==> config.mk <==
export PLATFORM = sky130hd
export DESIGN_NAME = spi_master_ctrl
export DESIGN_NICKNAME = d
export VERILOG_FILES = /design/src/rtl/spim_pkg.sv /design/src/rtl/spim_fifo.sv /design/src/rtl/spim_shifter.sv /design/src/rtl/spi_master_ctrl.sv
export SDC_FILE = /design/constraint.sdc
export NUM_CORES = 1
export LEC_CHECK = 0
export ABC_AREA = 1
export BUFFER_PORTS_ARGS = -buffer_cell sky130_fd_sc_hd__buf_2
export CORE_MARGIN = 3
export CORE_UTILIZATION = 40
export CTS_BUF_LIST = sky130_fd_sc_hd__clkbuf_4 sky130_fd_sc_hd__clkbuf_8
export CTS_CLUSTER_SIZE = 25
export DETAILED_ROUTE_END_ITERATION = 10
export HOLD_SLACK_MARGIN = 0.05
export PLACE_DENSITY = 0.6
export SLEW_MARGIN = 25
export SYNTH_ARGS = -nofsm -noshare
export SYNTH_HDL_FRONTEND = slang
export SYNTH_SLANG_ARGS = --single-unit
==> constraint.sdc <==
create_clock -name clk -period 3.5 [get_ports clk]
set_input_delay 0.35 -clock clk [delete_from_list [all_inputs] [get_ports clk]]
set_output_delay 0.35 -clock clk [all_outputs]
set_load 0.01 [all_outputs]
==> src/rtl/spim_pkg.sv <==
`timescale 1ns/1ps
package spim_pkg;
  localparam int WORD_MAX = 16;
  localparam int DIV_W    = 8;

  typedef enum logic [1:0] {
    MODE_CFG = 2'b01,
    MODE_ACT = 2'b10
  } op_mode_e;

  localparam int OFS_MCTL = 'h00;
  localparam int OFS_CTLA = 'h04;
  localparam int OFS_CTLB = 'h08;
  localparam int OFS_STAT = 'h14;
  localparam int OFS_DATA = 'h18;
endpackage

==> src/rtl/spim_fifo.sv <==
`timescale 1ns/1ps
module spim_fifo #(
  parameter int WIDTH = 16,
  parameter int DEPTH = 4
) (
  input  logic                           clk,
  input  logic                           rst,
  input  logic                           clear,
  input  logic                           push,
  input  logic [WIDTH-1:0]               wdata,
  input  logic                           pop,
  output logic [WIDTH-1:0]               rdata,
  output logic [$clog2(DEPTH+1)-1:0]     count,
  output logic                           full,
  output logic                           empty
);
  localparam int AW = (DEPTH > 1) ? $clog2(DEPTH) : 1;
  localparam int CW = $clog2(DEPTH + 1);

  logic [WIDTH-1:0] mem [DEPTH];
  logic [AW-1:0]    wp_q, rp_q;
  logic [CW-1:0]    cnt_q;
  logic             push_ok, pop_ok;

  assign full    = (cnt_q == CW'(DEPTH));
  assign empty   = (cnt_q == '0);
  assign push_ok = push && !full && !clear;
  assign pop_ok  = pop && !empty && !clear;
  assign count   = cnt_q;
  assign rdata   = mem[rp_q];

  function automatic logic [AW-1:0] nxt(input logic [AW-1:0] p);
    return (p == AW'(DEPTH - 1)) ? '0 : p + 1'b1;
  endfunction

  // storage without reset so it maps onto RAM
  always_ff @(posedge clk) begin
    if (push_ok) mem[wp_q] <= wdata;
  end

  always_ff @(posedge clk) begin
    if (rst || clear) begin
      wp_q  <= '0;
      rp_q  <= '0;
      cnt_q <= '0;
    end else begin
      if (push_ok) wp_q <= nxt(wp_q);
      if (pop_ok)  rp_q <= nxt(rp_q);
      case ({push_ok, pop_ok})
        2'b10:   cnt_q <= cnt_q + 1'b1;
        2'b01:   cnt_q <= cnt_q - 1'b1;
        default: cnt_q <= cnt_q;
      endcase
    end
  end

  assert_no_overflow_R7: assert property (@(posedge clk) disable iff (rst)
    (full && push && !pop && !clear) |=> (count == CW'(DEPTH)));

  assert_clear_empties_R12: assert property (@(posedge clk) disable iff (rst)
    clear |=> empty);
endmodule

==> src/rtl/spim_shifter.sv <==
`timescale 1ns/1ps
module spim_shifter
  import spim_pkg::*;
#(
  parameter int WMAX = WORD_MAX,
  parameter int DW   = DIV_W
) (
  input  logic            clk,
  input  logic            rst,
  input  logic            start,
  input  logic [WMAX-1:0] tx_word,
  input  logic            len16,
  input  logic            msb_first,
  input  logic            cpol,
  input  logic            cpha,
  input  logic [DW-1:0]   div,
  input  logic            miso,
  output logic            busy,
  output logic            done,
  output logic [WMAX-1:0] rx_word,
  output logic            sck,
  output logic            mosi
);
  localparam int HALF  = WMAX / 2;
  localparam int BIT_W = $clog2(WMAX);

  logic            busy_q, done_q, sck_q, mosi_q;
  logic [DW-1:0]   cyc_q, div_l;
  logic [BIT_W-1:0] bit_q;
  logic [WMAX-1:0] tx_sh, rx_sh;
  logic            w16_l, msb_l, pol_l, pha_l;
  logic [DW:0]     plus1;
  logic [DW-1:0]   lead_at;
  logic            last_bit;

  assign plus1    = {1'b0, div_l} + 1'b1;
  assign lead_at  = DW'((plus1 >> 1) - 1'b1);
  assign last_bit = (bit_q == (w16_l ? BIT_W'(WMAX - 1) : BIT_W'(HALF - 1)));

  function automatic logic pick(input logic [WMAX-1:0] s, input logic m, input logic w);
    if (!m)     return s[0];
    else if (w) return s[WMAX-1];
    else        return s[HALF-1];
  endfunction

  function automatic logic [WMAX-1:0] adv(input logic [WMAX-1:0] s, input logic m);
    return m ? (s << 1) : (s >> 1);
  endfunction

  function automatic logic [WMAX-1:0] samp(input logic [WMAX-1:0] s, input logic b,
                                           input logic m);
    return m ? {s[WMAX-2:0], b} : {b, s[WMAX-1:1]};
  endfunction

  always_ff @(posedge clk) begin
    if (rst) begin
      busy_q <= 1'b0;
      done_q <= 1'b0;
      sck_q  <= 1'b0;
      mosi_q <= 1'b0;
      cyc_q  <= '0;
      bit_q  <= '0;
      tx_sh  <= '0;
      rx_sh  <= '0;
      div_l  <= DW'(1);
      w16_l  <= 1'b0;
      msb_l  <= 1'b1;
      pol_l  <= 1'b0;
      pha_l  <= 1'b0;
    end else begin
      done_q <= 1'b0;
      if (!busy_q) begin
        sck_q <= cpol;
        if (start) begin
          busy_q <= 1'b1;
          cyc_q  <= '0;
          bit_q  <= '0;
          tx_sh  <= tx_word;
          rx_sh  <= '0;
          div_l  <= div;
          w16_l  <= len16;
          msb_l  <= msb_first;
          pol_l  <= cpol;
          pha_l  <= cpha;
          if (!cpha) mosi_q <= pick(tx_word, msb_first, len16);
        end
      end else begin
        cyc_q <= cyc_q + 1'b1;
        if (cyc_q == lead_at) begin
          sck_q <= ~pol_l;
          if (!pha_l) rx_sh <= samp(rx_sh, miso, msb_l);
          else begin
            mosi_q <= pick(tx_sh, msb_l, w16_l);
            tx_sh  <= adv(tx_sh, msb_l);
          end
        end
        if (cyc_q == div_l) begin
          sck_q <= pol_l;
          cyc_q <= '0;
          if (pha_l) rx_sh <= samp(rx_sh, miso, msb_l);
          else begin
            tx_sh  <= adv(tx_sh, msb_l);
            mosi_q <= pick(adv(tx_sh, msb_l), msb_l, w16_l);
          end
          if (last_bit) begin
            busy_q <= 1'b0;
            done_q <= 1'b1;
          end else begin
            bit_q <= bit_q + 1'b1;
          end
        end
      end
    end
  end

  assign busy    = busy_q;
  assign done    = done_q;
  assign sck     = sck_q;
  assign mosi    = mosi_q;
  assign rx_word = w16_l ? rx_sh
                 : (msb_l ? {{HALF{1'b0}}, rx_sh[HALF-1:0]}
                          : {{HALF{1'b0}}, rx_sh[WMAX-1:HALF]});

  assert_done_ends_word_R8: assert property (@(posedge clk) disable iff (rst)
    done |-> (!busy && $past(busy)));
endmodule

==> src/rtl/spi_master_ctrl.sv <==
`timescale 1ns/1ps
module spi_master_ctrl
  import spim_pkg::*;
#(
  parameter int ADDR_W     = 8,
  parameter int DATA_W     = 32,
  parameter int FIFO_DEPTH = 4
) (
  input  logic              clk,
  input  logic              rst,
  input  logic [ADDR_W-1:0] bus_addr,
  input  logic              bus_wr,
  input  logic              bus_rd,
  input  logic [DATA_W-1:0] bus_wdata,
  output logic [DATA_W-1:0] bus_rdata,
  output logic              irq,
  output logic              sck,
  output logic              mosi,
  input  logic              miso
);
  localparam int CNT_W = $clog2(FIFO_DEPTH + 1);

  op_mode_e          mode_q;
  logic              stop_q, cpol_q, cpha_q, msb_q, ien_q, len16_q, ovr_q, irq_q;
  logic [1:0]        thr_q;
  logic [DIV_W-1:0]  div_q;
  logic [DATA_W-1:0] rdata_q, rd_mux;

  logic sel_mctl, sel_ctla, sel_ctlb, sel_stat, sel_data;
  logic buf_clr, data_push, data_pop;

  logic                tx_full, tx_empty, rx_full, rx_empty;
  logic [CNT_W-1:0]    tx_cnt, rx_cnt;
  logic [WORD_MAX-1:0] tx_head, rx_head, sh_rx;
  logic                sh_busy, sh_done, sh_start, rx_level, idle;
  logic [2:0]          tx_cnt3, rx_cnt3;

  assign sel_mctl = (bus_addr == ADDR_W'(OFS_MCTL));
  assign sel_ctla = (bus_addr == ADDR_W'(OFS_CTLA));
  assign sel_ctlb = (bus_addr == ADDR_W'(OFS_CTLB));
  assign sel_stat = (bus_addr == ADDR_W'(OFS_STAT));
  assign sel_data = (bus_addr == ADDR_W'(OFS_DATA));

  assign buf_clr   = bus_wr && sel_mctl && bus_wdata[0] && (bus_wdata[7:6] == MODE_CFG);
  assign data_push = bus_wr && sel_data;
  assign data_pop  = bus_rd && sel_data;
  assign sh_start  = (mode_q == MODE_ACT) && !stop_q && !sh_busy && !tx_empty;
  assign idle      = !sh_busy && tx_empty;

  spim_fifo #(.WIDTH(WORD_MAX), .DEPTH(FIFO_DEPTH)) u_txq (
    .clk(clk), .rst(rst), .clear(buf_clr),
    .push(data_push), .wdata(bus_wdata[WORD_MAX-1:0]),
    .pop(sh_start), .rdata(tx_head),
    .count(tx_cnt), .full(tx_full), .empty(tx_empty)
  );

  spim_fifo #(.WIDTH(WORD_MAX), .DEPTH(FIFO_DEPTH)) u_rxq (
    .clk(clk), .rst(rst), .clear(buf_clr),
    .push(sh_done && !rx_full), .wdata(sh_rx),
    .pop(data_pop), .rdata(rx_head),
    .count(rx_cnt), .full(rx_full), .empty(rx_empty)
  );

  spim_shifter #(.WMAX(WORD_MAX), .DW(DIV_W)) u_shift (
    .clk(clk), .rst(rst), .start(sh_start), .tx_word(tx_head),
    .len16(len16_q), .msb_first(msb_q), .cpol(cpol_q), .cpha(cpha_q),
    .div(div_q), .miso(miso), .busy(sh_busy), .done(sh_done),
    .rx_word(sh_rx), .sck(sck), .mosi(mosi)
  );

  assign tx_cnt3  = 3'(tx_cnt);
  assign rx_cnt3  = 3'(rx_cnt);
  assign rx_level = ({1'b0, rx_cnt3} >= ({2'b00, thr_q} + 4'd1));

  // register file
  always_ff @(posedge clk) begin
    if (rst) begin
      mode_q  <= MODE_CFG;
      stop_q  <= 1'b0;
      cpol_q  <= 1'b0;
      cpha_q  <= 1'b0;
      msb_q   <= 1'b0;
      thr_q   <= 2'd0;
      ien_q   <= 1'b0;
      div_q   <= DIV_W'(1);
      len16_q <= 1'b0;
    end else if (bus_wr) begin
      if (sel_mctl) begin
        stop_q <= bus_wdata[1];
        if (bus_wdata[7:6] == MODE_CFG)      mode_q <= MODE_CFG;
        else if (bus_wdata[7:6] == MODE_ACT) mode_q <= MODE_ACT;
      end
      if (sel_ctla) begin
        thr_q <= bus_wdata[13:12];
        ien_q <= bus_wdata[9];
        if (mode_q == MODE_CFG) begin
          cpol_q <= bus_wdata[0];
          cpha_q <= bus_wdata[1];
          msb_q  <= bus_wdata[2];
        end
      end
      if (sel_ctlb && mode_q == MODE_CFG) begin
        div_q   <= (bus_wdata[15:8] == 8'd0) ? DIV_W'(1) : bus_wdata[8 +: DIV_W];
        len16_q <= (bus_wdata[4:0] == 5'd16);
      end
    end
  end

  // overrun flag and interrupt
  always_ff @(posedge clk) begin
    if (rst) begin
      ovr_q <= 1'b0;
      irq_q <= 1'b0;
    end else begin
      if (buf_clr)                 ovr_q <= 1'b0;
      else if (sh_done && rx_full) ovr_q <= 1'b1;
      irq_q <= ien_q && rx_level;
    end
  end

  always_comb begin
    rd_mux = '0;
    if (sel_mctl) rd_mux[7:0] = {mode_q, 4'b0000, stop_q, 1'b0};
    if (sel_ctla) rd_mux[15:0] = {2'b00, thr_q, 2'b00, ien_q, 6'b0, msb_q, cpha_q, cpol_q};
    if (sel_ctlb) rd_mux[15:0] = {div_q, 3'b000, len16_q ? 5'd16 : 5'd8};
    if (sel_stat) rd_mux[15:0] = {1'b0, rx_level, tx_cnt3, rx_cnt3, ovr_q, 4'b0, idle, 2'b00};
    if (sel_data) rd_mux[WORD_MAX-1:0] = rx_empty ? '0 : rx_head;
  end

  always_ff @(posedge clk) begin
    if (rst)         rdata_q <= '0;
    else if (bus_rd) rdata_q <= rd_mux;
  end

  assign bus_rdata = rdata_q;
  assign irq       = irq_q;

  assert_cfg_locked_R3: assert property (@(posedge clk) disable iff (rst)
    (mode_q == MODE_ACT) |=> ($stable(div_q) && $stable(len16_q) && $stable(cpol_q)
                              && $stable(cpha_q) && $stable(msb_q)));

  assert_start_only_active_R8: assert property (@(posedge clk) disable iff (rst)
    $rose(sh_busy) |-> $past(mode_q == MODE_ACT && !stop_q));

  assert_irq_follows_level_R10: assert property (@(posedge clk) disable iff (rst)
    (ien_q && rx_level) |=> irq);

  assert_overrun_sets_R11: assert property (@(posedge clk) disable iff (rst)
    (sh_done && rx_full && !buf_clr) |=> ovr_q);
endmodule

# Yosys cells after proc, flatten, opt, wreduce, memory -nomap -nowiden
# Memory sizes are Yosys's and may differ from the RTL's. A register that Yosys moved wholly into a read port is not among the register bits.
# Cells that the tools add are included.
# totals
regBits	110
ram_bits	128
mem_count	2
wordCells	192
# memory_table
memory	words	word_bits	rd	rd_clocked_by_memory_dff	wr	line	rtl
u_rxq.mem	4	16	1	1	1	spim_fifo.sv:20	logic [WIDTH-1:0] mem [DEPTH];
u_txq.mem	4	16	1	1	1	spim_fifo.sv:20	
# op_classes
reduce_logical	47
magnitude_cmp	1
n_eq_ne	26
n_bitwise	3
muxes	69
add_sub_neg	13
# ops
op	n
16-bit two-way mux	19
8-bit two-way mux	6
1-bit two-way mux	25
1-bit logical AND	21
2-bit two-way mux	10
4-bit two-way mux	5
2-bit == test, second input constant	8
8-bit by 5-bit == test with 1-bit output, second input constant	2
8-bit == test	2
8-bit logical NOT	2
14-bit two-way mux	1
3-bit case mux with 2 select lines	2
2-bit AND reduction	5
8-bit by 1-bit adder with 9-bit output, second input constant	1
3-bit AND reduction	3
2-bit by 1-bit adder with 2-bit output, second input constant	4
8-bit by 1-bit adder with 8-bit output, second input constant	1
2-bit by 1-bit == test with 1-bit output, second input constant	4
8-bit by 3-bit == test with 1-bit output, second input constant	1
8-bit by 4-bit == test with 1-bit output, second input constant	1
2-bit nonzero test	4
8-bit by 1-bit subtractor with 8-bit output, second input constant	1
1-bit logical NOT	7
3-bit by 1-bit adder with 3-bit output, second input constant	2
16 further kinds	22

# Depth between registers and ports, before layout
# Gate-level depths: netlist of run 1.
# depth
word_depth	8
mapped_depth	21
depth_no_buf	20

# By module
# Synthesis of run 1 repeated with hierarchy kept, for this count alone.
# hier_totals
cells_unflattened	1486
area_unflattened_um2	12134.1
# modules_own_cells
module	area_each_um2	cells_each	n_inst
spim_fifo	2884.0	231	2
spim_shifter	4205.3	699	1
spi_master_ctrl	2160.8	325	1

# Worst setup path after synthesis of run 1
# OpenSTA, ideal clock, no wires.
# synth_timing
kind	input to register
from	in bus_addr[1]
to	reg u_rxq.cnt_q[2], in the netlist u_rxq.count[2]
arrival_time_ns	2.577
path_stages	15
setup_ns	0.127
path_buffers	1
setup_slack_ns	0.797
path_cell_list	nor2_1 inv_1 nor3_1 nand2_1 nor2_2 inv_1 nor2_1 buf_2 ha_1 inv_1 fa_1 a21oi_1 o21ai_0 xor2_1 nor2_1
# synth_via
elab_chain_len	8
elab_cells_between_ends	15
classes_between	eq/ne: 3; mux: 1; reduce/logical: 11
# synth_rtl
element	line	rtl
start: declaration	spi_master_ctrl.sv:11	input logic [ADDR_W-1:0] bus_addr,
8-bit logical NOT	spi_master_ctrl.sv:38	assign sel_mctl = (bus_addr == ADDR_W'(OFS_MCTL));
1-bit logical AND (3 in a row)	spi_master_ctrl.sv:44	assign buf_clr = bus_wr && sel_mctl && bus_wdata[0] && (bus_wdata[7:6] == MODE_CFG);
1-bit logical NOT	spim_fifo.sv:28	assign pop_ok = pop && !empty && !clear;
1-bit logical AND (*)	spim_fifo.sv:28	
via u_rxq.pop_ok	spim_fifo.sv:23	logic push_ok, pop_ok;
2-bit by 1-bit == test with 1-bit output or 2-bit == test (tied branches)	spim_fifo.sv:49	case ({push_ok, pop_ok})
3-bit case mux with 2 select lines or 2-bit nonzero test (tied branches)	--	
end signal: assignment	spim_fifo.sv:50	2'b10: cnt_q <= cnt_q + 1'b1;
end signal: assignment	spim_fifo.sv:51	2'b01: cnt_q <= cnt_q - 1'b1;
end signal: assignment	spim_fifo.sv:52	default: cnt_q <= cnt_q;
end: declaration	spim_fifo.sv:22	logic [CW-1:0] cnt_q;
# The timed path passes the listed nets; every way through them passes the cells marked *.
# A chain may end at the register's enable or synchronous reset.

# Worst setup path in the final report of run 1
# layout_timing
from	reg u_shift.div_l[1]
to	reg u_shift.rx_sh[7]
# layout_via
elab_chain_len	7
elab_cells_between_ends	8
classes_between	add/sub: 2; eq/ne: 2; mux: 4
# layout_rtl
element	line	rtl
start: declaration	spim_shifter.sv:28	logic [DW-1:0] cyc_q, div_l;
start signal: assignment	spim_shifter.sv:80	div_l <= div;
8-bit by 1-bit adder with 9-bit output	spim_shifter.sv:36	assign plus1 = {1'b0, div_l} + 1'b1;
8-bit by 1-bit subtractor with 8-bit output	spim_shifter.sv:37	assign lead_at = DW'((plus1 >> 1) - 1'b1);
8-bit == test	spim_shifter.sv:89	if (cyc_q == lead_at) begin
16-bit two-way mux	spim_shifter.sv:89	
16-bit two-way mux	spim_shifter.sv:100	if (pha_l) rx_sh <= samp(rx_sh, miso, msb_l);
16-bit two-way mux (*)	spim_shifter.sv:97	if (cyc_q == div_l) begin
16-bit two-way mux (*)	spim_shifter.sv:72	if (!busy_q) begin
end signal: assignment	spim_shifter.sv:91	if (!pha_l) rx_sh <= samp(rx_sh, miso, msb_l);
end signal: assignment	spim_shifter.sv:100	
end: declaration	spim_shifter.sv:30	logic [WMAX-1:0] tx_sh, rx_sh;
# Every way passes the cells marked *; elsewhere a longest branch is shown, timed or not.

==> metrics.cfg, run 1 <==
[outcome]
run_status = finished, final reports clean

[global_routing]
grt_overflow_total = 0
grt_pass1_wl_mm = 45.59
grt_start_max_net_pins = 50
number_of_antenna_violations_at_the_first_check_in_global_routing = 0
gr-usage-all-layers = 0.1847
grt_pass1_vias = 8461

[setup_path]
worstSetupStartpoint = u_shift.div_l[1]$_SDFFE_PP0P_
crit_fanout = 17
worstPathCellList = ha_1 -> inv_1 -> nand2_1 -> nand2_1 -> ha_1 -> xnor2_1 -> nor2_1 -> nand2_1 -> nor2_1 -> nand2_1 -> nor2_1 -> nand2_1 -> nor2_8 -> nand3_4 -> nand2_2 -> nand2_1 -> nand3_1 -> a21oi_1
worst_ep_required_time_ps = 3900
r2r.worst_path.cells = 18
cpMaxStageDelayCell = sky130_fd_sc_hd__dfxtp_1
startpoint_type = flip-flop
destination_of_the_worst_register_to_register_timing_path = u_shift.rx_sh[7]$_SDFFE_PP0P_
worst_setup_path_end_kind = flip-flop
timing.reg2reg.setup_slack_ps = 500
timing.critical_path.slowest_cell_delay_ps = 460
r2r_start = u_shift.div_l[1]$_SDFFE_PP0P_
timing.setup.critical_path_class = reg2reg
path_common_cell = sky130_fd_sc_hd__nand2_1
cp_data_arrival_time_ps = 3390

[yosys]
netlist-cell-type-count = 42
async_reset_ff_frac = 0
synth-seq-area-share = 0.5313
syn_avg_cell_area_um2 = 8.497
synthDominantAreaCellType = sky130_fd_sc_hd__edfxtp_1
synthTopCellsByCount = sky130_fd_sc_hd__nand2_1 (243), sky130_fd_sc_hd__o21ai_0 (169), sky130_fd_sc_hd__inv_1 (150)
ys.flop_type = sky130_fd_sc_hd__edfxtp_1
post-synth-top-count-cell = sky130_fd_sc_hd__nand2_1
yosys_warnings = 0
synthCells = 1357
synth.ff_latch_count = 242
synth.top_cell.area_share = 0.3333
synth_area_leaders = sky130_fd_sc_hd__edfxtp_1 (33%), sky130_fd_sc_hd__dfxtp_1 (20%), sky130_fd_sc_hd__nand2_1 (7.9%)
synth_area_mm2 = 0.01153
synth_enable_flop_cells = 128

[clock_network]
worst_setup_hold_path_clk_slew_ps = 60
tritoncts_sink_count = 242
buffer_depth_of_the_longest_clock_path = 3
htree_levels = 2
total_clock_buffers_created_by_cts = 41
clk-insertion-delay-late_ps = 540
clock-root-buffer = sky130_fd_sc_hd__clkbuf_8
cts_setup_buffers = 0
tritoncts = done

[layout]
growth_of_design_area_from_synthesis_to_finish_pct = 12.30
n_antenna_cell = 0
post_route_cells_drive_above_1_share = 0.1108
num-fill-cells = 2797
final_core_util = 0.4611
non_filler_cells_final = 1822
final_net_count = 1480

[routing]
ant_nets = 0
dr_total_vias = 9281
routedWlPerCell_um = 15.94
length_of_the_first_detailed_routing_pass_in_iterations = 5
finalWirelength_mm = 29.05
drt_initial_violations = 731
vias_per_std_cell = 5.094
post-route-drc-count = 0

[min_path]
whs_endpoint = u_txq.mem[3][7]$_DFFE_PP_
hold_path.class = in2reg
timing.hold.worst_path_depth = 1
holdCritStartpoint = bus_wdata[7]

[pwr]
vdd.ir_drop.worst_mv = 0.3185
seq_power_share = 0.530
combPwrFrac = 0.019
leakagePower_nw = 5.239
p_int_w = 0.004414
clock_power_share = 0.450
swShare = 0.2142
netSwitchingPower_w = 0.001203
pd_cells_mw_per_mm2 = 433.8

[timing]
hold-worst-slack_ps = 75.32
tightest_slew_ps = 982.2
worst_clk_skew_ps = 14.98
clock.fmax_mhz = 333.6
unrepaired_setup_endpoints_after_global_routing = no
hold_viol = 0
final_critical_path_time_including_i_o_delays_and_setup_ps = 2998
final_critical_path_setup_slack_ps = 502.5
final.setup.tns_ps = 0
relative_slew_slack = 0.3445
timing.final.crit_share = 0.8564
slew_violations = 0
setup_viol = 0

[placed_design]
preCtsSetupSlack_ps = 435.9
dp_cells = 1745
hpwl_mm = 19.22
numPortBuffers = 47
place.gp.congestion = 0.8325

[floorplan]
horizontal_extent_of_the_die_um = 175.8
fp-row-count = 61
floorplan.io_pins = 80
core_area_mm2 = 0.02809
initial_core_utilization = 0.4105
die_height_um = 175.8
area_of_the_die_mm2 = 0.03090

[run]
maxCapViolCount = 0

## critical path, delay by kind of cell, from the launching register on
| family | cells | cell delay (ps) |
|---|---|---|
| simple gates | 13 | 1590 |
| fa+ha+maj | 2 | 560 |
| flops | 1 | 460 |
| xor+xnor | 1 | 120 |
| compound gates | 1 | 60 |
| buf+inv | 1 | 50 |
## sequential cells by signal, summed over array words and instances (netlist names), 2 cells and up, named ones only
| register | flops |
|---|---|
| u_rxq.mem | 64 |
| u_txq.mem | 64 |
| bus_rdata | 16 |
| u_shift.rx_sh | 16 |
| u_shift.tx_sh | 16 |
| div_q | 8 |
| u_shift.cyc_q | 8 |
| u_shift.div_l | 8 |
| u_shift.bit_q | 4 |
| u_rxq.count | 3 |
| u_txq.count | 3 |
| mode_q | 2 |
| thr_q | 2 |
| u_rxq.rp_q | 2 |
| u_rxq.wp_q | 2 |
| u_txq.rp_q | 2 |
| u_txq.wp_q | 2 |
## how the worst max path moves through the flow
stage | to | slack (ps) | cells past startpoint
after global placement | u_shift.tx_sh[8]$_SDFFE_PP0P_ | 510 | 18
after CTS | u_shift.rx_sh[7]$_SDFFE_PP0P_ | 500 | 18
final | u_shift.rx_sh[7]$_SDFFE_PP0P_ | 500 | 18
after global routing | u_shift.tx_sh[1]$_SDFFE_PP0P_ | 200 | 18
after floorplan | u_rxq.count[2]$_SDFFE_PP0P_ | 800 | 15
after detailed placement | u_rxq.count[2]$_SDFFE_PP0P_ | 440 | 13
## final cells by class
cell class | instances | area, um2 | area share
Clock buffer | 58 | 723.2 | 0.05585
Sequential cell | 242 | 6127 | 0.4731
Clock inverter | 17 | 103.9 | 0.008019
Inverter | 155 | 581.8 | 0.04493
Multi-Input combinational cell | 896 | 4483 | 0.3462
Timing Repair Buffer | 76 | 457.9 | 0.03536
Tap cell | 378 | 473.0 | 0.03652
## cells by family after synthesis
| kind of cell | after synthesis | synth area share |
|---|---|---|
| buffers and inverters | 234 | 0.08485 |
| other | 1 | 0.0003252 |
| adder cells (fa/ha/maj) | 23 | 0.02626 |
| XOR/XNOR | 14 | 0.01063 |
| AO/OA/AOI/OAI | 336 | 0.1571 |
| flip-flops | 242 | 0.5313 |
| AND/OR/NAND/NOR | 507 | 0.1896 |
## metrics by stage
step,instance area [um2],power (W)
after floorplan,11590,0.003102
after global placement,12100,0.003147
after detailed placement,12100,0.003147
after CTS,12950,0.005673
after global routing,12950,0.005836
final,12950,0.005618
## layer usage
layer  part of all wire  global-route usage  vias to the layer above
met5                  0                   0                        -
met4              0.020             0.04817                        0
met3              0.064             0.02918                       42
met2               0.45              0.2859                      262
met1               0.47              0.2705                     4290
li1                   -                   -                     4687
## cells in the final DEF, fill, tap and decap left out, types with 39 or more instances in the layout
master / synthesis / routed
sky130_fd_sc_hd__inv_1: 150 / 150
sky130_fd_sc_hd__buf_2: 3 / 47
sky130_fd_sc_hd__dfxtp_1: 114 / 113
sky130_fd_sc_hd__edfxtp_1: 128 / 128
sky130_fd_sc_hd__o22ai_1: 39 / 39
sky130_fd_sc_hd__a21oi_1: 98 / 98
sky130_fd_sc_hd__nand2_1: 243 / 243
sky130_fd_sc_hd__nor2_1: 119 / 119
sky130_fd_sc_hd__nand3_1: 100 / 100
sky130_fd_sc_hd__o21ai_0: 169 / 169
sky130_fd_sc_hd__clkbuf_8: 0 / 46
## power by group through the flow
stage | Sequential [W] | Combinational [W] | Clock (W)
after floorplan | 0.00304 | 0.0000613 | 0
after global placement | 0.00304 | 0.000107 | 0
after detailed placement | 0.00304 | 0.000107 | 0
after CTS | 0.00298 | 0.000109 | 0.00258
after global routing | 0.00298 | 0.000120 | 0.00274
final | 0.00298 | 0.000109 | 0.00253
## repair_timing
action | 4_1_cts | 5_1_grt
hold buffers | 2 | 0
resized for setup | 0 | 0
hold endpoints to repair | 8 | 0
(Power assumes the default switching activity.)
==> run 2: changes to the inputs <==
--- a/config.mk
+++ b/config.mk
@@ -6,14 +6,13 @@
 export NUM_CORES = 1
 export LEC_CHECK = 0
 export ABC_AREA = 1
-export BUFFER_PORTS_ARGS = -buffer_cell sky130_fd_sc_hd__buf_2
 export CORE_MARGIN = 3
 export CORE_UTILIZATION = 40
 export CTS_BUF_LIST = sky130_fd_sc_hd__clkbuf_4 sky130_fd_sc_hd__clkbuf_8
 export CTS_CLUSTER_SIZE = 25
 export DETAILED_ROUTE_END_ITERATION = 10
-export HOLD_SLACK_MARGIN = 0.05
-export PLACE_DENSITY = 0.6
+export DONT_BUFFER_PORTS = 1
+export PLACE_DENSITY = 0.57
 export SLEW_MARGIN = 25
 export SYNTH_ARGS = -nofsm -noshare
 export SYNTH_HDL_FRONTEND = slang
==> run 2 against run 1 <==
Net effect: non-clock buffer count down 33; final cell count down 1.6%; final area down 0.34%; first-iteration DRC count up 10%; critical path depth unchanged; clock power up 2%; worst hold slack worse by 52 ps; register-to-register slack better by 120 ps; sequential share of layout area up 0.16 points; sequential cell count unchanged; largest power group unchanged.
==> metrics.cfg, run 2 (same netlist as run 1, synthesis figures left out) <==
[routing]
routedWlPerCell_um = 16.80  ; +5.3%
post-route-drc-count = 0  ; unchanged
finalWirelength_mm = 30.10  ; +3.6%
length_of_the_first_detailed_routing_pass_in_iterations = 6  ; +1
vias_per_std_cell = 5.182  ; +1.7%
ant_nets = 0  ; unchanged
drt_initial_violations = 804  ; +10%
dr_total_vias = 9286  ; +0.054%

[layout]
n_antenna_cell = 0  ; unchanged
final_net_count = 1448  ; -2.2%
layout_common_cells = sky130_fd_sc_hd__nand2_1 (243), sky130_fd_sc_hd__o21ai_0 (169), sky130_fd_sc_hd__inv_1 (150)
num-fill-cells = 2819  ; +0.79%
post_route_cells_drive_above_1_share = 0.08274  ; -0.02806
layout.cells.most_common = sky130_fd_sc_hd__nand2_1
layout_top_registers = u_rxq.mem x64, u_txq.mem x64
non_filler_cells_final = 1792  ; -1.6%
growth_of_design_area_from_synthesis_to_finish_pct = 11.92

[placed_design]
preCtsSetupSlack_ps = 624.3  ; +188.4 ps
numPortBuffers = 0  ; -100%
dp_cells = 1696  ; -2.8%
place.gp.congestion = 0.8381  ; +0.67%
hpwl_mm = 19.30  ; +0.38%

[global_routing]
grt_overflow_total = 0  ; unchanged
grt_pass1_wl_mm = 47.71  ; +4.6%
gr-usage-all-layers = 0.1937  ; +0.008987
number_of_antenna_violations_at_the_first_check_in_global_routing = 0  ; unchanged
grt_pass1_vias = 8643  ; +2.2%
groute.layer.met1.usage = 0.2839  ; +0.01342
groute.layer.met3.usage = 0.03459  ; +0.005404
gr_busiest_metal = met2
grt_start_max_net_pins = 50  ; unchanged
met2_usage = 0.2956  ; +0.009691

[setup_path]
cp_data_arrival_time_ps = 3300  ; -90 ps
startpoint_type = flip-flop
worstPathCellList = ha_1 -> inv_1 -> nand2_1 -> nand2_1 -> ha_1 -> xnor2_1 -> nor2_1 -> nand2_1 -> nor2_1 -> nand2_1 -> nor2_1 -> nand2_1 -> nor2_8 -> nand3_4 -> nand2_2 -> nand2_1 -> nand3_1 -> a21oi_1
worst_setup_path_end_kind = flip-flop
timing.critical_path.slowest_cell_delay_ps = 400  ; -60 ps
crit_fanout = 17  ; unchanged
cpMaxStageDelayCell = sky130_fd_sc_hd__dfxtp_1
worst_ep_required_time_ps = 3920  ; +20 ps
path_common_cell = sky130_fd_sc_hd__nand2_1
timing.setup.critical_path_class = reg2reg

[clock_network]
htree_levels = 2  ; unchanged
total_clock_buffers_created_by_cts = 42  ; +2.4%
post_cts_resize_count = 0  ; unchanged
tritoncts_sink_count = 242  ; unchanged
buffer_depth_of_the_longest_clock_path = 3  ; unchanged
clock-root-buffer = sky130_fd_sc_hd__clkbuf_8
clk-insertion-delay-late_ps = 560  ; +20 ps
tritoncts = done
worst_setup_hold_path_clk_slew_ps = 60  ; about the same

[floorplan]
die_height_um = 175.8  ; unchanged
initial_core_utilization = 0.4105  ; unchanged
area_of_the_die_mm2 = 0.03090  ; unchanged
core_area_mm2 = 0.02809  ; unchanged
fp-row-count = 61  ; unchanged
floorplan.io_pins = 80  ; unchanged
horizontal_extent_of_the_die_um = 175.8  ; unchanged

[run]
maxCapViolCount = 0  ; unchanged

[timing]
setup_viol = 0  ; unchanged
worst_clk_skew_ps = 37.01  ; +22.04 ps
clock.fmax_mhz = 347.2  ; +4.1%
tightest_slew_ps = 977.8  ; -4.371 ps
final_critical_path_time_including_i_o_delays_and_setup_ps = 2881  ; -117.0 ps
slew_violations = 0  ; unchanged
hold_viol = 0  ; unchanged
final_critical_path_setup_slack_ps = 619.5  ; +117.0 ps
final.setup.tns_ps = 0  ; unchanged
relative_slew_slack = 0.3474  ; +0.002917
timing.final.crit_share = 0.8230  ; -0.03344
unrepaired_setup_endpoints_after_global_routing = no

[pwr]
pd_cells_mw_per_mm2 = 439.4  ; +1.3%
vdd.ir_drop.worst_mv = 0.2643  ; -17%
leakagePower_nw = 5.115  ; -2.4%

[min_path]
hold_path.class = in2reg

[outcome]
run_status = finished, final reports clean

==> run 2: cell count changes in the layout (fill, tap and decap cells not counted), moves of 2 or more <==
| cell | before | now |
|---|---|---|
| sky130_fd_sc_hd__dlygate4sd3_1 | 2 | 17 |
| sky130_fd_sc_hd__buf_2 | 47 | 0 |
| sky130_fd_sc_hd__buf_4 | 27 | 25 |
| sky130_fd_sc_hd__clkinv_1 | 12 | 10 |
| sky130_fd_sc_hd__clkbuf_4 | 12 | 20 |
| sky130_fd_sc_hd__clkinv_2 | 5 | 1 |
==> run 2: final cells by class <==
| class | instances | area (um2) | area share |
|---|---|---|---|
| tap | 378 | 473.0 | 0.03665 |
| timing repair buffer | 43 | 385.4 | 0.02986 |
| sequential | 242 | 6127 | 0.4747 |
| inverter | 155 | 581.8 | 0.04508 |
| clock buffer | 66 | 783.3 | 0.06069 |
| clock inverter | 12 | 72.57 | 0.005623 |
| multi-input combinational | 896 | 4483 | 0.3474 |
==> run 2: worst paths after layout <==
| path | startpoint | to | slack [ps] | cells past startpoint |
|---|---|---|---|---|
| min | bus_rd | bus_rdata[13]$_SDFFE_PP0P_ | 20 | 2 |
| max reg2reg | u_shift.div_l[0]$_SDFFE_PP1P_ | u_shift.rx_sh[12]$_SDFFE_PP0P_ | 620 | 18 |
| min reg2reg | ovr_q$_SDFFE_PP0P_ | ovr_q$_SDFFE_PP0P_ | 450 | 2 |
| max | u_shift.div_l[0]$_SDFFE_PP1P_ | u_shift.rx_sh[12]$_SDFFE_PP0P_ | 620 | 18 |
==> run 2: worst max-delay path: cells and delay by family (launching register included) <==
kind	cells	cell delay, ps
compound gates	1	60
xor+xnor	1	130
fa+ha+maj	2	520
buf+inv	1	50
flops	1	400
simple gates	13	1580
==> run 2: metrics by stage <==
stage / power [W] / cell area, um2 / hold slack [ps] / util
floorplan: 0.003102 / 11590 / 431.5 / -
global placement: 0.003095 / 11850 / 431.1 / 0.4220
CTS: 0.005728 / 12910 / 8.946 / 0.4595
finish: 0.005671 / 12910 / 23.38 / 0.4595
detailed placement: 0.003095 / 11850 / 432.0 / 0.4220
global route: 0.005868 / 12910 / 33.01 / 0.4595
==> run 2: power breakdown <==
group	internal (W)	switching [W]	leakage, nW
registers	0.00298	0.00000637	2.16
logic	0.0000297	0.0000665	2.50
clock network	0.00143	0.00116	0.455
total	0.00444	0.00123	5.12
==> run 2: what timing repair did <==
action	CTS	global route
buffers inserted	0	0
hold buffers	18	0
endpoints found under the hold margin	130	0
==> run 2: metal layers <==
metal,vias up,share of wire
met3,45,0.067
met2,276,0.44
li1,4636,-
met5,-,0
met1,4329,0.47
met4,0,0.020
==> run 3: changes to the inputs <==
==> constraint.sdc (replaced) <==
create_clock -name clk -period 2.9 [get_ports clk]
set_input_delay 0.29 -clock clk [delete_from_list [all_inputs] [get_ports clk]]
set_output_delay 0.29 -clock clk [all_outputs]
set_load 0.01 [all_outputs]
==> run 3 against run 2 <==
Net effect: non-clock buffer count up 11; sequential share of layout area down 0.30 points; clock skew down 18 ps; power up 20%; combinational power up 26%; critical path depth unchanged; global-route usage down 0.28 points; clock power up 20%; sequential cell count unchanged; clock-buffer cell count up 3; maximum frequency up 12%; worst setup slack worse by 280 ps; critical endpoint is now u_shift.tx_sh[5]$_SDFFE_PP0P_.
==> metrics.cfg, run 3 (same netlist as run 1, synthesis figures left out) <==
[timing]
relative_slew_slack = 0.4999  ; +0.1525
unrepaired_setup_endpoints_after_global_routing = no
worst_clk_skew_ps = 18.65  ; -18.36 ps
final_critical_path_time_including_i_o_delays_and_setup_ps = 2561  ; -319.9 ps
setup_viol = 0  ; unchanged
final.setup.tns_ps = 0  ; unchanged
slew_violations = 0  ; unchanged
final_critical_path_setup_slack_ps = 339.4  ; -280.1 ps
hold_viol = 0  ; unchanged
clock.fmax_mhz = 390.5  ; +12%
tightest_slew_ps = 742.3  ; -235.5 ps
timing.final.crit_share = 0.8830  ; +0.05997

[routing]
routedWlPerCell_um = 16.65  ; -0.88%
ant_nets = 0  ; unchanged
length_of_the_first_detailed_routing_pass_in_iterations = 5  ; -1
finalWirelength_mm = 29.97  ; -0.44%
dr_total_vias = 9277  ; -0.097%
post-route-drc-count = 0  ; unchanged
vias_per_std_cell = 5.154  ; -0.54%
drt_initial_violations = 581  ; -28%

[global_routing]
grt_overflow_total = 0  ; unchanged
number_of_antenna_violations_at_the_first_check_in_global_routing = 0  ; unchanged
grt_pass1_vias = 8553  ; -1.0%
grt_pass1_wl_mm = 47.13  ; -1.2%
gr-usage-all-layers = 0.1909  ; -0.002778
grt_start_max_net_pins = 50  ; unchanged

[clock_network]
tritoncts_sink_count = 242  ; unchanged
buffer_depth_of_the_longest_clock_path = 3  ; unchanged
total_clock_buffers_created_by_cts = 41  ; -2.4%
htree_levels = 2  ; unchanged
worst_setup_hold_path_clk_slew_ps = 60  ; about the same
tritoncts = done
cts_setup_buffers = 0  ; unchanged
clock-root-buffer = sky130_fd_sc_hd__clkbuf_8
clk-insertion-delay-late_ps = 540  ; -20 ps

[layout]
post_route_cells_drive_above_1_share = 0.09212  ; +0.009380
layout.cells.most_common = sky130_fd_sc_hd__nand2_1
layout_top_registers = u_rxq.mem x64, u_txq.mem x64
n_antenna_cell = 0  ; unchanged
growth_of_design_area_from_synthesis_to_finish_pct = 12.64
final_core_util = 0.4624  ; +0.002941
layout_common_cells = sky130_fd_sc_hd__nand2_1 (242), sky130_fd_sc_hd__o21ai_0 (169), sky130_fd_sc_hd__inv_1 (150)
final_net_count = 1458  ; +0.69%

[floorplan]
floorplan.io_pins = 80  ; unchanged
area_of_the_die_mm2 = 0.03090  ; unchanged
core_area_mm2 = 0.02809  ; unchanged
horizontal_extent_of_the_die_um = 175.8  ; unchanged
fp-row-count = 61  ; unchanged
die_height_um = 175.8  ; unchanged
initial_core_utilization = 0.4105  ; unchanged

[placed_design]
numPortBuffers = 0  ; unchanged
hpwl_mm = 19.55  ; +1.3%
place.gp.congestion = 0.8439  ; +0.69%
preCtsSetupSlack_ps = 271.4  ; -352.9 ps

[run]
maxCapViolCount = 0  ; unchanged

[setup_path]
timing.critical_path.slowest_cell_delay_ps = 340  ; -60 ps
cpMaxStageDelayCell = sky130_fd_sc_hd__dfxtp_1
path_common_cell = sky130_fd_sc_hd__nand2_1
critical_path.n_buffers_inverters = 2  ; +1
crit_fanout = 15  ; -2
worstPathCellList = ha_1 -> inv_1 -> nand2_1 -> nand2_1 -> ha_1 -> xnor2_1 -> nor2_1 -> nand2_1 -> nor2_1 -> nand2_1 -> nor2_1 -> nand2_2 -> nor2_8 -> nand3_4 -> buf_4 -> nand3_1 -> nand3_1 -> a21oi_1
kind_of_cell_adding_the_most_delay_to_the_critical_path = simple AND/OR/NAND/NOR gates
critical_path_cell_count = 18  ; unchanged
startpoint_type = flip-flop
worst_setup_path_end_kind = flip-flop
timing.setup.critical_path_class = reg2reg
worst_ep_required_time_ps = 3350  ; -570 ps
r2r.worst_path.cells = 18  ; unchanged
cp_data_arrival_time_ps = 3010  ; -290 ps

[outcome]
run_status = finished, final reports clean

[pwr]
pd_cells_mw_per_mm2 = 525.3  ; +20%
leakagePower_nw = 5.166  ; +0.99%
vdd.ir_drop.worst_mv = 0.3699  ; +40%

[min_path]
timing.hold.worst_path_depth = 3  ; +1
hold_path.class = in2reg

[run 3: cell types whose count changed in the layout (fill, tap and decap cells not counted), moves of 2 or more]
| cell | change |
|---|---|
| sky130_fd_sc_hd__clkbuf_4 | +4 |
| sky130_fd_sc_hd__dlygate4sd3_1 | +2 |
| sky130_fd_sc_hd__clkinv_1 | -7 |
| sky130_fd_sc_hd__clkinv_2 | +3 |
| sky130_fd_sc_hd__buf_4 | +9 |
[run 3: metrics by stage]
step / power (W) / std cells / hold slack (ps) / instance area (um2)
2_1_floorplan: 0.003744 / 1372 / 388.9 / 11590
3_3_place_gp: 0.003735 / 1705 / 371.4 / 11920
3_5_place_dp: 0.003736 / 1705 / 375.2 / 11920
4_1_cts: 0.006889 / 1799 / 2.500 / 12970
5_1_grt: 0.007069 / 1800 / 18.55 / 12990
6_report: 0.006822 / 1800 / 27.47 / 12990
[run 3: final timing paths]
path,slack [ps],end,start
max reg2reg,340,u_shift.tx_sh[5]$_SDFFE_PP0P_,u_shift.div_l[1]$_SDFFE_PP0P_
min,30,div_q[0]$_SDFFE_PP1P_,bus_wdata[14]
min reg2reg,460,ovr_q$_SDFFE_PP0P_,ovr_q$_SDFFE_PP0P_
max,340,u_shift.tx_sh[5]$_SDFFE_PP0P_,u_shift.div_l[1]$_SDFFE_PP0P_
[run 3: final cells by class]
type	count	area, um2
Fill cell	2782	15100
Sequential cell	242	6127
Multi-Input combinational cell	896	4491
Clock buffer	69	799.5
Inverter	155	581.8
Timing Repair Buffer	54	473.0
Tap cell	378	473.0
Clock inverter	6	43.79
[run 3: per-layer routing]
layer	part of all wire	vias to the layer above	GRT usage
li1	-	4641	-
met1	0.48	4352	0.2785
met2	0.44	229	0.2904
met3	0.056	55	0.03545
met4	0.022	0	0.05444
met5	0	-	0
[run 3: worst min-delay path, cell delays in order]
cell and delay [ps]:
sky130_fd_sc_hd__nor3_1 20, sky130_fd_sc_hd__a21oi_1 120, sky130_fd_sc_hd__o21ai_0 70
[run 3: report_power, final]
part           internal, W  leakage (nW)  switching (W)
Sequential         0.00359          2.16     0.00000802
Combinational    0.0000372          2.55      0.0000836
Clock              0.00174         0.457        0.00136
Total              0.00537          5.17        0.00145
[run 3: what timing repair did]
| action | 4_1_cts | 5_1_grt |
|---|---|---|
| endpoints found under the setup margin | 0 | 14 |
| resized for setup | 0 | 2 |
| endpoints found under the hold margin | 134 | 2 |
| hold buffers | 19 | 1 |
